File: config.mk
export PLATFORM = sky130hd
export DESIGN_NAME = bypass_select
export DESIGN_NICKNAME = d
export VERILOG_FILES = /design/src/rtl/bypass_pkg.sv /design/src/rtl/bypass_match.sv /design/src/rtl/bypass_pick.sv /design/src/rtl/bypass_select.sv
export SDC_FILE = /design/constraint.sdc
export NUM_CORES = 1
export LEC_CHECK = 0
export BUFFER_PORTS_ARGS = -buffer_cell sky130_fd_sc_hd__buf_2
export CAP_MARGIN = 20
export CORE_AREA = 2 2 39 41
export DETAILED_ROUTE_END_ITERATION = 16
export DIE_AREA = 0 0 41 43
export PLACE_DENSITY = 0.57
export SETUP_SLACK_MARGIN = 0.15
export SYNTH_ARGS = -nofsm -noshare
export SYNTH_HDL_FRONTEND = slang
export SYNTH_SLANG_ARGS = --single-unit
export TNS_END_PERCENT = 100
File: constraint.sdc
create_clock -name vclk -period 1.4
set_clock_uncertainty 0.1 [all_clocks]
set_input_delay 0.42 -clock vclk [all_inputs]
set_output_delay 0.42 -clock vclk [all_outputs]
set_load 0.005 [all_outputs]
File: src/rtl/bypass_pkg.sv
package bypass_pkg;
    localparam int REG_W    = 5;
    localparam int ZERO_REG = 31;

    typedef enum logic [1:0] {
        PICK_RF  = 2'b00,
        PICK_MWB = 2'b01,
        PICK_EXM = 2'b10
    } pick_e;
endpackage

File: src/rtl/bypass_match.sv
module bypass_match #(
    parameter int REG_W    = 5,
    parameter int ZERO_REG = 31
) (
    input  logic             wr_en,
    input  logic [REG_W-1:0] dst,
    input  logic [REG_W-1:0] src,
    output logic             hit
);
    localparam logic [REG_W-1:0] ZR = REG_W'(ZERO_REG);

    always_comb begin
        hit = wr_en && (dst != ZR) && (dst == src);
    end
endmodule

File: src/rtl/bypass_pick.sv
module bypass_pick
    import bypass_pkg::*;
(
    input  logic  exm_hit,
    input  logic  mwb_hit,
    output pick_e pick
);
    always_comb begin
        unique case ({exm_hit, mwb_hit})
            2'b10, 2'b11: pick = PICK_EXM;
            2'b01:        pick = PICK_MWB;
            default:      pick = PICK_RF;
        endcase
    end
endmodule

File: src/rtl/bypass_select.sv
module bypass_select
    import bypass_pkg::*;
#(
    parameter int RW = REG_W,
    parameter int ZR = ZERO_REG
) (
    input  logic [RW-1:0] src_a,
    input  logic [RW-1:0] src_b,
    input  logic          exm_we,
    input  logic [RW-1:0] exm_dst,
    input  logic          mwb_we,
    input  logic [RW-1:0] mwb_dst,
    output logic [1:0]    sel_a,
    output logic [1:0]    sel_b
);
    localparam int N_OPS = 2;

    logic [RW-1:0] srcs  [N_OPS];
    logic [1:0]    picks [N_OPS];

    assign srcs[0] = src_a;
    assign srcs[1] = src_b;

    for (genvar op = 0; op < N_OPS; op++) begin : g_op
        logic  exm_hit;
        logic  mwb_hit;
        pick_e pick;

        bypass_match #(.REG_W(RW), .ZERO_REG(ZR)) u_exm (
            .wr_en (exm_we),
            .dst   (exm_dst),
            .src   (srcs[op]),
            .hit   (exm_hit)
        );

        bypass_match #(.REG_W(RW), .ZERO_REG(ZR)) u_mwb (
            .wr_en (mwb_we),
            .dst   (mwb_dst),
            .src   (srcs[op]),
            .hit   (mwb_hit)
        );

        bypass_pick u_pick (
            .exm_hit (exm_hit),
            .mwb_hit (mwb_hit),
            .pick    (pick)
        );

        assign picks[op] = pick;
    end

    assign sel_a = picks[0];
    assign sel_b = picks[1];
endmodule

Word level (Yosys, flattened, before mapping):

Cells that the tools add are included.

* equality and inequality tests: 12
* mux-type cells: 2
* reduce and logical (&&, ||, !) cells: 8

Operator list (number)
* 5-bit equality test: 4
* 5-bit inequality test, second input constant: 2
* 2-bit equality test, second input constant: 4
* 2-bit case mux with 2 select lines: 2
* 1-bit logical AND: 6
* 2-bit by 1-bit equality test with 1-bit output, second input constant: 2
* 2-bit OR reduction: 2

* bits in registers: 0
* input bits: 22
* output and inout bits: 4
* word-level logic and storage cells: 22

Longest topological paths before layout:

Gate-level depths: netlist of the first run.

* depth after elaboration: 6
* gate-level depth with buffers: 4

Hierarchy:

From an unflattened synthesis of the first run, not the netlist that was laid out.

* cells, all modules: 48
* area total of the unflattened synthesis: 350.3 um^2

Modules (own cells, without submodules)
* bypass_match: instances 4, cells an instance 11, area each 82.6 um^2, sequential area each 0.0 um^2
* bypass_pick: instances 2, cells an instance 2, area each 10.0 um^2, sequential area each 0.0 um^2

Least setup slack after synthesis of the first run:

OpenSTA, ideal clock, no wires.

* kind: in2out
* start: in exm_dst[1]
* end: out sel_b[0]
* arrival: 1.019 ns
* slack: -0.139 ns
* cell stages on the path: 4
* buffers on the path: 0
* path through: nand3_1 -> o21ai_2 -> nor4_2 -> nor4_2

* cells in the longest elaborated chain, start to end: 6

Ends and longest elaborated chain
* from (decl): RTL line bypass_select.sv:10 `input logic [RW-1:0] exm_dst,`
* 5-bit inequality test: RTL line bypass_match.sv:13 `hit = wr_en && (dst != ZR) && (dst == src);`
* 1-bit logical AND: RTL line bypass_match.sv:13
* 1-bit logical AND (*): RTL line bypass_match.sv:13
* 2-bit equality test: RTL line bypass_pick.sv:9 `unique case ({exm_hit, mwb_hit})`
* 2-bit OR reduction: RTL line bypass_pick.sv:9
* 2-bit case mux with 2 select lines (*): RTL line bypass_pick.sv:9
* to (decl): RTL line bypass_select.sv:14 `output logic [1:0] sel_b`

Every way passes the cells marked *; elsewhere a longest branch is shown, timed or not.

Worst setup path after layout of the first run:

* start: in src_b[2]
* end: out sel_b[0]

* cells in the longest elaborated chain, start to end: 5

Ends and longest elaborated chain
* from (decl): RTL line bypass_select.sv:8 `input logic [RW-1:0] src_b,`
* 5-bit equality test: RTL line bypass_match.sv:13
* 1-bit logical AND: RTL line bypass_match.sv:13
* 2-bit equality test: RTL line bypass_pick.sv:9
* 2-bit OR reduction: RTL line bypass_pick.sv:9
* 2-bit case mux with 2 select lines (*): RTL line bypass_pick.sv:9

Marked as above.

==> results of run 1 <==
-- synth_stat cells --
master | n | share of area
xnor2_1 | 16 | 0.49
nand4_1 | 2 | 0.044
nand2_1 | 4 | 0.053
xor2_1 | 4 | 0.12
nand3_1 | 4 | 0.070
nor4_2 | 4 | 0.18
nor2_1 | 1 | 0.013
o21ai_2 | 1 | 0.031
-- through the flow --
| stage | cells | hold WS, ps | utilization | area, µm² |
|---|---|---|---|---|
| after floorplan | 36 | 848 | - | 344 |
| after global placement | 79 | 1100 | 0.363 | 502 |
| after detailed placement | 79 | 1090 | 0.363 | 502 |
| after CTS | 79 | 1090 | 0.460 | 637 |
| after global routing | 79 | 1130 | 0.482 | 667 |
| final | 79 | 1100 | 0.482 | 667 |
-- layout by cell type, fill, tap and decap left out, types with 2 or more instances in the layout --
| master | count |
|---|---|
| buf_2 | 16 |
| buf_6 | 8 |
| nand2_1 | 3 |
| nand3_2 | 2 |
| nand4_1 | 2 |
| nor4_2 | 2 |
| nor4_4 | 2 |
| xnor2_1 | 7 |
| xnor2_2 | 9 |
| xor2_1 | 2 |
-- critical path: cells and delay by family --
family | cells | cell delay, ps
xor gates and xnor gates | 1 | 110
buffers and inverters | 3 | 360
and+or+nand+nor | 2 | 340
-- power breakdown --
group | internal, mW | leakage [nW] | switching, mW
Sequential | 0 | 0 | 0
Clock | 0 | 0 | 0
Combinational | 0.114 | 0.279 | 0.0910
Total | 0.114 | 0.279 | 0.0910
-- cells by family (layout without fill, tap and decap cells) --
family	after synthesis	count (layout)	share of synthesized area
and+or+nand+nor	15	15	0.355
buffers and inverters	0	27	0
xor gates and xnor gates	20	20	0.614
AOI/OAI and AO/OA	1	1	0.0307
-- repair_timing --
item / 4_1_cts / 5_1_grt
resized for setup: 27 / 7
pin swaps: 6 / 6
setup endpoints to repair: 4 / 4
-- layer usage --
metal,GRT usage,vias up
li1,-,179
met2,0.228,20
met5,0,-
met4,0,0
met3,0.0209,0
met1,0.143,166
-- worst paths after layout --
path                  from        to  slack [ps]  cells after the start
setup / recovery  src_b[2]  sel_b[0]        -350                      6
hold / removal      mwb_we  sel_b[0]        1100                      4
-- final cells by class --
class / instances / share of cell area
Multi-Input combinational cell: 36 / 0.651
Tap cell: 16 / 0.0300
Timing Repair Buffer: 27 / 0.319
==> flow_summary.ini, run 1 <==
[final_layout]
syn_to_final_growth_pct = 134
drive_gt1_frac = 0.746
final-seq-area_um2 = 0
nFlopsAndLatches = 0
nClkBuffers = 0
multi_input_area_um2 = 434
fin_nets = 87
antenna_cells = 0
nFillCells = 124

[floorplan]
row_count = 14
die_h_um = 43
fp.dieArea_mm2 = 0.00176
initial_core_util = 0.206
fp.dieW_um = 41
design.core.area_mm2 = 0.00138
pin_count = 26

[yosys]
synth_fp_nets = 58
synth_cell_types = 8
netlist_area_um2 = 285
syn-mean-instance-area_um2 = 7.92
yosys_warnings = 0
synth_seq_area_share = 0
syn_inst = 36

[outcome]
outcome = finished, violations left
violations = negative setup slack

[cts]
cts_setup_buffers = 0
cts_hold_buf = 0

[pwr]
cellPowerDensity_mw_per_mm2 = 308
power_uw = 205
p_leak_nw = 0.279
peakVddDrop_v = 0.000140

[worst_setup_path]
cp.arrival_ps = 1230
worstSetupPathType = in2out
critPathMaxFanout = 2
start_kind = input pin
end_kind = output port
crit_slowest_cell = nor4_2
worstPathCellList = buf_8 > buf_6 > xnor2_2 > nand2_1 > nor4_2 > buf_2
required_ps = 880
critical_path.max_stage_delay_ps = 260

[grt]
grt_pass1_wl_um = 1540
grt_pass1_vias = 369
grt_antenna_before_repair = 0
grt.total_usage = 0.122
grt-ovfl-total = 0
grt_max_degree = 4

[sta]
slew_viol_final = 0
setup_viol = 4
fmax_ghz = 0.572
period_minus_slack_ps = 1750
hold_viol = 0
slew_headroom = 0.831
rsz0062_at_grt = yes
fin_ws_ps = -349
finalCritPeriodShare = 1.25
tightest_slew_ps = 252
setup-tns-final_ps = -1230

[route]
wire_per_inst_um = 11.9
topRoutingLayerUsed = met3
wl_met1_um = 313
drt_drc_violations_left = 0
drtAntennaViolNets = 0
wl_met2_um = 533
num_vias = 365
drt_iter0_drc = 4
met3_length_um = 96
drt_first_pass_iters = 4
drt-total-wl_um = 943
viasPerCell = 4.62

[placed_design]
port-buffer-count = 26
pre_cts_ws_ps = -421
routabilityCongestion = 0.749
place_hpwl_um = 830

[flow_run]
cap_violations = 0

[worst_hold_path]
hold_path.class = in2out
No activity file was read; power rests on OpenSTA's default activity.
==> run 2, diff against run 1 <==
==> constraint.sdc (replaced) <==
create_clock -name vclk -period 1.4
set_clock_uncertainty 0.1 [all_clocks]
set_input_delay 0.21 -clock vclk [all_inputs]
set_output_delay 0.21 -clock vclk [all_outputs]
set_load 0.005 [all_outputs]
==> run 2 against run 1 <==
Effect of this change:
- the run now ends clean
- critical path depth stayed put
- sequential share of layout area unchanged
- routed wire length down 2.7%
- die area unchanged
- first-iteration DRC count shrank 50%
- clock-buffer cell count unchanged
- final cell count down 1.3%
- via count shrank 5.2%
- combinational power about the same
- non-clock buffer count decreased by 1
==> flow_summary.ini, run 2 (synthesized netlist as in run 1, its figures left out) <==
[final_layout]
syn_to_final_growth_pct = 130
utilization = 0.474
nFillCells = 134
antenna_cells = 0
nClkBuffers = 0
fin_nets = 86
final-seq-area_um2 = 0
multi_input_area_um2 = 430
nFlopsAndLatches = 0
drive_gt1_frac = 0.758
final_common_cell = buf_2
final_cell_mix = buf_2, xnor2_2, buf_6

[placed_design]
routabilityCongestion = 0.815
place_hpwl_um = 772
port-buffer-count = 26
pre_cts_ws_ps = -5.05

[route]
drt_first_pass_iters = 3
viasPerCell = 4.44
drtAntennaViolNets = 0
drt_iter0_drc = 2
drt_drc_violations_left = 0
num_vias = 346
wire_per_inst_um = 11.8
drt-total-wl_um = 918

[grt]
grt_pass1_vias = 353
grt.total_usage = 0.112
grt-ovfl-total = 0
grt_pass1_wl_um = 1440
grt_max_degree = 4
grt_antenna_before_repair = 0

[worst_setup_path]
critical_path.max_stage_delay_ps = 170
crit_slowest_cell = xnor2_2
end_kind = output port
worstPathCellList = buf_4 > xnor2_2 > nand3_2 > nor4_4 > nor4_2 > buf_2
critPathBufInv = 2
path_delay_family = simple AND/OR/NAND/NOR gates
crit_start = src_b[4]
cp.arrival_ps = 990
setup.worst_path.end = sel_b[0]
required_ps = 1090
start_kind = input pin
cp.depth = 6
worstSetupPathType = in2out
critPathMaxFanout = 2

[sta]
fin_ws_ps = 102
slew_headroom = 0.830
fmax_ghz = 0.770
setup-tns-final_ps = 0
setup_viol = 0
period_minus_slack_ps = 1300
rsz0062_at_grt = yes
slew_viol_final = 0
fin_hold_ws_ps = 661
hold_viol = 0
tightest_slew_ps = 253
finalCritPeriodShare = 0.927

[floorplan]
pin_count = 26
fp.dieW_um = 41
fp.dieArea_mm2 = 0.00176
design.core.area_mm2 = 0.00138
row_count = 14
initial_core_util = 0.206
die_h_um = 43

[outcome]
outcome = complete, no violations

[pwr]
peakVddDrop_v = 0.000136
cellPowerDensity_mw_per_mm2 = 309
power_uw = 203
p_leak_nw = 0.282

[cts]
cts_setup_buffers = 0

[worst_hold_path]
hold_path.class = in2out

[flow_run]
cap_violations = 0
[run 2: cell count changes in the layout (fill, tap and decap cells not counted)]
| cell | delta |
|---|---|
| buf_2 | -2 |
| xnor2_1 | -2 |
| xnor2_2 | +2 |
| buf_12 | -1 |
| buf_4 | +1 |
| buf_8 | +1 |
| xor2_1 | +1 |
| xor2_4 | -1 |
[run 2: per-stage QoR]
stage,std cells,instance area (µm²)
final,78,656
after global routing,78,656
after CTS,78,551
after detailed placement,78,435
after global placement,78,435
after floorplan,36,285
[run 2: cell type report]
cell class	count	area share
Timing Repair Buffer	26	0.313
Tap cell	16	0.0305
Multi-Input combinational cell	36	0.656
[run 2: metal layers]
layer / track usage / vias to the layer above / wire length (µm)
li1: - / 181 / -
met1: 0.144 / 153 / 299
met2: 0.206 / 12 / 543
met3: 0.00524 / 0 / 75
met4: 0 / 0 / 0
met5: 0 / - / 0
[run 2: worst min path at each step]
| stage | start | to | slack, ps | cells past startpoint |
|---|---|---|---|---|
| 5_1_grt | mwb_we | sel_a[0] | 690 | 4 |
| 3_3_place_gp | mwb_we | sel_b[0] | 650 | 4 |
| 6_report | mwb_we | sel_b[0] | 660 | 4 |
| 3_5_place_dp | mwb_we | sel_a[0] | 650 | 4 |
| 4_1_cts | mwb_we | sel_a[0] | 650 | 4 |
| 2_1_floorplan | mwb_we | sel_a[0] | 420 | 2 |
[run 2: report_power, final]
part | switching [mW] | internal, mW
sequential | 0 | 0
clock | 0 | 0
combinational | 0.0898 | 0.113
[run 2: what timing repair did]
action | 4_1_cts | 5_1_grt
pin swaps | 3 | 7
hold buffers | 0 | 0
endpoints found under the hold margin | 0 | 0
endpoints found under the setup margin | 4 | 4
gates resized for setup | 23 | 22
==> run 3, diff against run 2 <==
--- a/config.mk
+++ b/config.mk
@@ -5,12 +5,13 @@
 export SDC_FILE = /design/constraint.sdc
 export NUM_CORES = 1
 export LEC_CHECK = 0
+export ABC_AREA = 1
 export BUFFER_PORTS_ARGS = -buffer_cell sky130_fd_sc_hd__buf_2
 export CAP_MARGIN = 20
 export CORE_AREA = 2 2 39 41
 export DETAILED_ROUTE_END_ITERATION = 16
 export DIE_AREA = 0 0 41 43
-export PLACE_DENSITY = 0.57
+export PLACE_DENSITY = 0.63
 export SETUP_SLACK_MARGIN = 0.15
 export SYNTH_ARGS = -nofsm -noshare
 export SYNTH_HDL_FRONTEND = slang
==> run 3 against run 2 <==
Effect of this change:
- clock-buffer cell count unchanged
- die area unchanged
- final cell count increased by 51%
- sequential cell count unchanged
- cell area decreased by 4.8%
- first-iteration DRC count decreased by 100%
- area after synthesis increased by 25%
- critical path type unchanged
- synthesized cell count increased by 110%
- largest power group unchanged
- sequential share of layout area unchanged
- utilization decreased by 2.3 points
- critical endpoint unchanged
- routed wire length increased by 9.4%
==> flow_summary.ini, run 3 <==
[sta]
setup-tns-final_ps = 0
hold_viol = 0
period_minus_slack_ps = 1230
slew_headroom = 0.893
tightest_slew_ps = 161
setup_viol = 0
rsz0062_at_grt = yes
fmax_ghz = 0.811
slew_viol_final = 0
finalCritPeriodShare = 0.881
fin_hold_ws_ps = 652

[yosys]
synth_xor_area_frac = 0.245
yosys.area_share.simple = 0.573
syn_inst = 76
synth-compound-area-share = 0.0455
synth_seq_area_share = 0
synth_top_area_frac = 0.346
synth_cell_types = 11
synth_fa_ha_area_frac = 0
synth.area.top_cells = nand2_1, xor2_1, inv_1
synth_fp_nets = 98
yosysMostFrequentCell = nand2_1
yosysTopAreaCell = nand2_1
synth_top_family_by_area = simple AND/OR/NAND/NOR gates
netlist_area_um2 = 358
syn-mean-instance-area_um2 = 4.71
synthMuxAreaShare = 0
synthTopCellsByCount = nand2_1, inv_1, nor2_1, xor2_1, nand3_1
yosys_warnings = 0

[final_layout]
antenna_cells = 0
final_common_cell = nand2_1
utilization = 0.451
final_cell_mix = nand2_1, buf_2, nor2_1
fin_nets = 126
final-seq-area_um2 = 0
nClkBuffers = 0
drive_gt1_frac = 0.422
syn_to_final_growth_pct = 74.5
design_area_um2 = 624
nFlopsAndLatches = 0

[worst_setup_path]
path_delay_family = simple AND/OR/NAND/NOR gates
critPathMostFrequentCell = buf_2
cp.arrival_ps = 920
required_ps = 1090
critPathBufInv = 2
start_kind = input pin
critPathMaxFanout = 3
setup.worst_path.end = sel_b[0]
worstSetupPathType = in2out
crit_start = exm_dst[4]
end_kind = output port
crit_slowest_cell = o21ai_2
critical_path.max_stage_delay_ps = 180
cp.depth = 6
worstPathCellList = buf_2 > nand4_1 > o21ai_2 > nor2_2 > nor2_1 > buf_2

[worst_hold_path]
hold_path.class = in2out

[pwr]
peakVddDrop_v = 0.000120
p_leak_nw = 0.373
cellPowerDensity_mw_per_mm2 = 270
power_uw = 169

[route]
drt_first_pass_iters = 1
drtAntennaViolNets = 0
drt_iter0_drc = 0
drt_drc_violations_left = 0
viasPerCell = 4.29
num_vias = 506
wire_per_inst_um = 8.51
drt-total-wl_um = 1000

[placed_design]
routabilityCongestion = 0.757
place_hpwl_um = 911
port-buffer-count = 26
placed_area_um2 = 508

[grt]
grt_pass1_wl_um = 1460
grt_antenna_before_repair = 0
grt-ovfl-total = 0
grt_pass1_vias = 395
grt.total_usage = 0.111
grt_max_degree = 5

[floorplan]
row_count = 14
die_h_um = 43
fp.dieW_um = 41
fp.dieArea_mm2 = 0.00176
design.core.area_mm2 = 0.00138
pin_count = 26
initial_core_util = 0.259

[outcome]
outcome = complete, no violations

[flow_run]
cap_violations = 0

[cts]
cts_hold_buf = 0
cts_setup_buffers = 0
==> run 3: cell types whose count changed after synthesis, sizes merged, moves of 2 or more <==
cell and delta:
xnor2 -12, inv +13, xor2 +2, nand2 +29, nor2 +11, nor4 -4
==> run 3: cells by family after synthesis <==
group                     Yosys count
AOI/OAI and AO/OA                   2
xor gates and xnor gates           10
buffers and inverters              13
and+or+nand+nor                    51
==> run 3: final cells by class <==
type,count,area [µm²]
inverter,13,51.3
tap,16,20.0
timing repair buffer,26,221
fill,153,759
multi-input combinational,63,332
==> run 3: worst min-delay path by stage <==
stage                start  endpoint  slack, ps  cells past startpoint
floorplan           exm_we  sel_a[1]        430                      2
finish              exm_we  sel_a[1]        650                      4
global route        exm_we  sel_a[1]        670                      4
global placement    exm_we  sel_a[1]        660                      4
detailed placement  exm_we  sel_a[1]        660                      4
CTS                 exm_we  sel_a[1]        660                      4
==> run 3: per-stage QoR <==
stage               cells  setup WS, ps
global route          118          69.2
global placement      118           124
finish                118           167
floorplan              76           430
detailed placement    118           126
CTS                   118           146
==> run 3: power by group <==
group / internal (mW) / switching, mW
sequential: 0 / 0
clock: 0 / 0
combinational: 0.0922 / 0.0767
==> run 3: metal layers <==
metal	track usage	wire length, µm
met5	0	0
met4	0	0
met3	0	75
met2	0.213	519
met1	0.137	410
==> run 3: repair_timing <==
item	CTS	global route
endpoints found under the setup margin	2	4
pin swaps	5	21
gates resized for setup	9	28
endpoints found under the hold margin	0	0
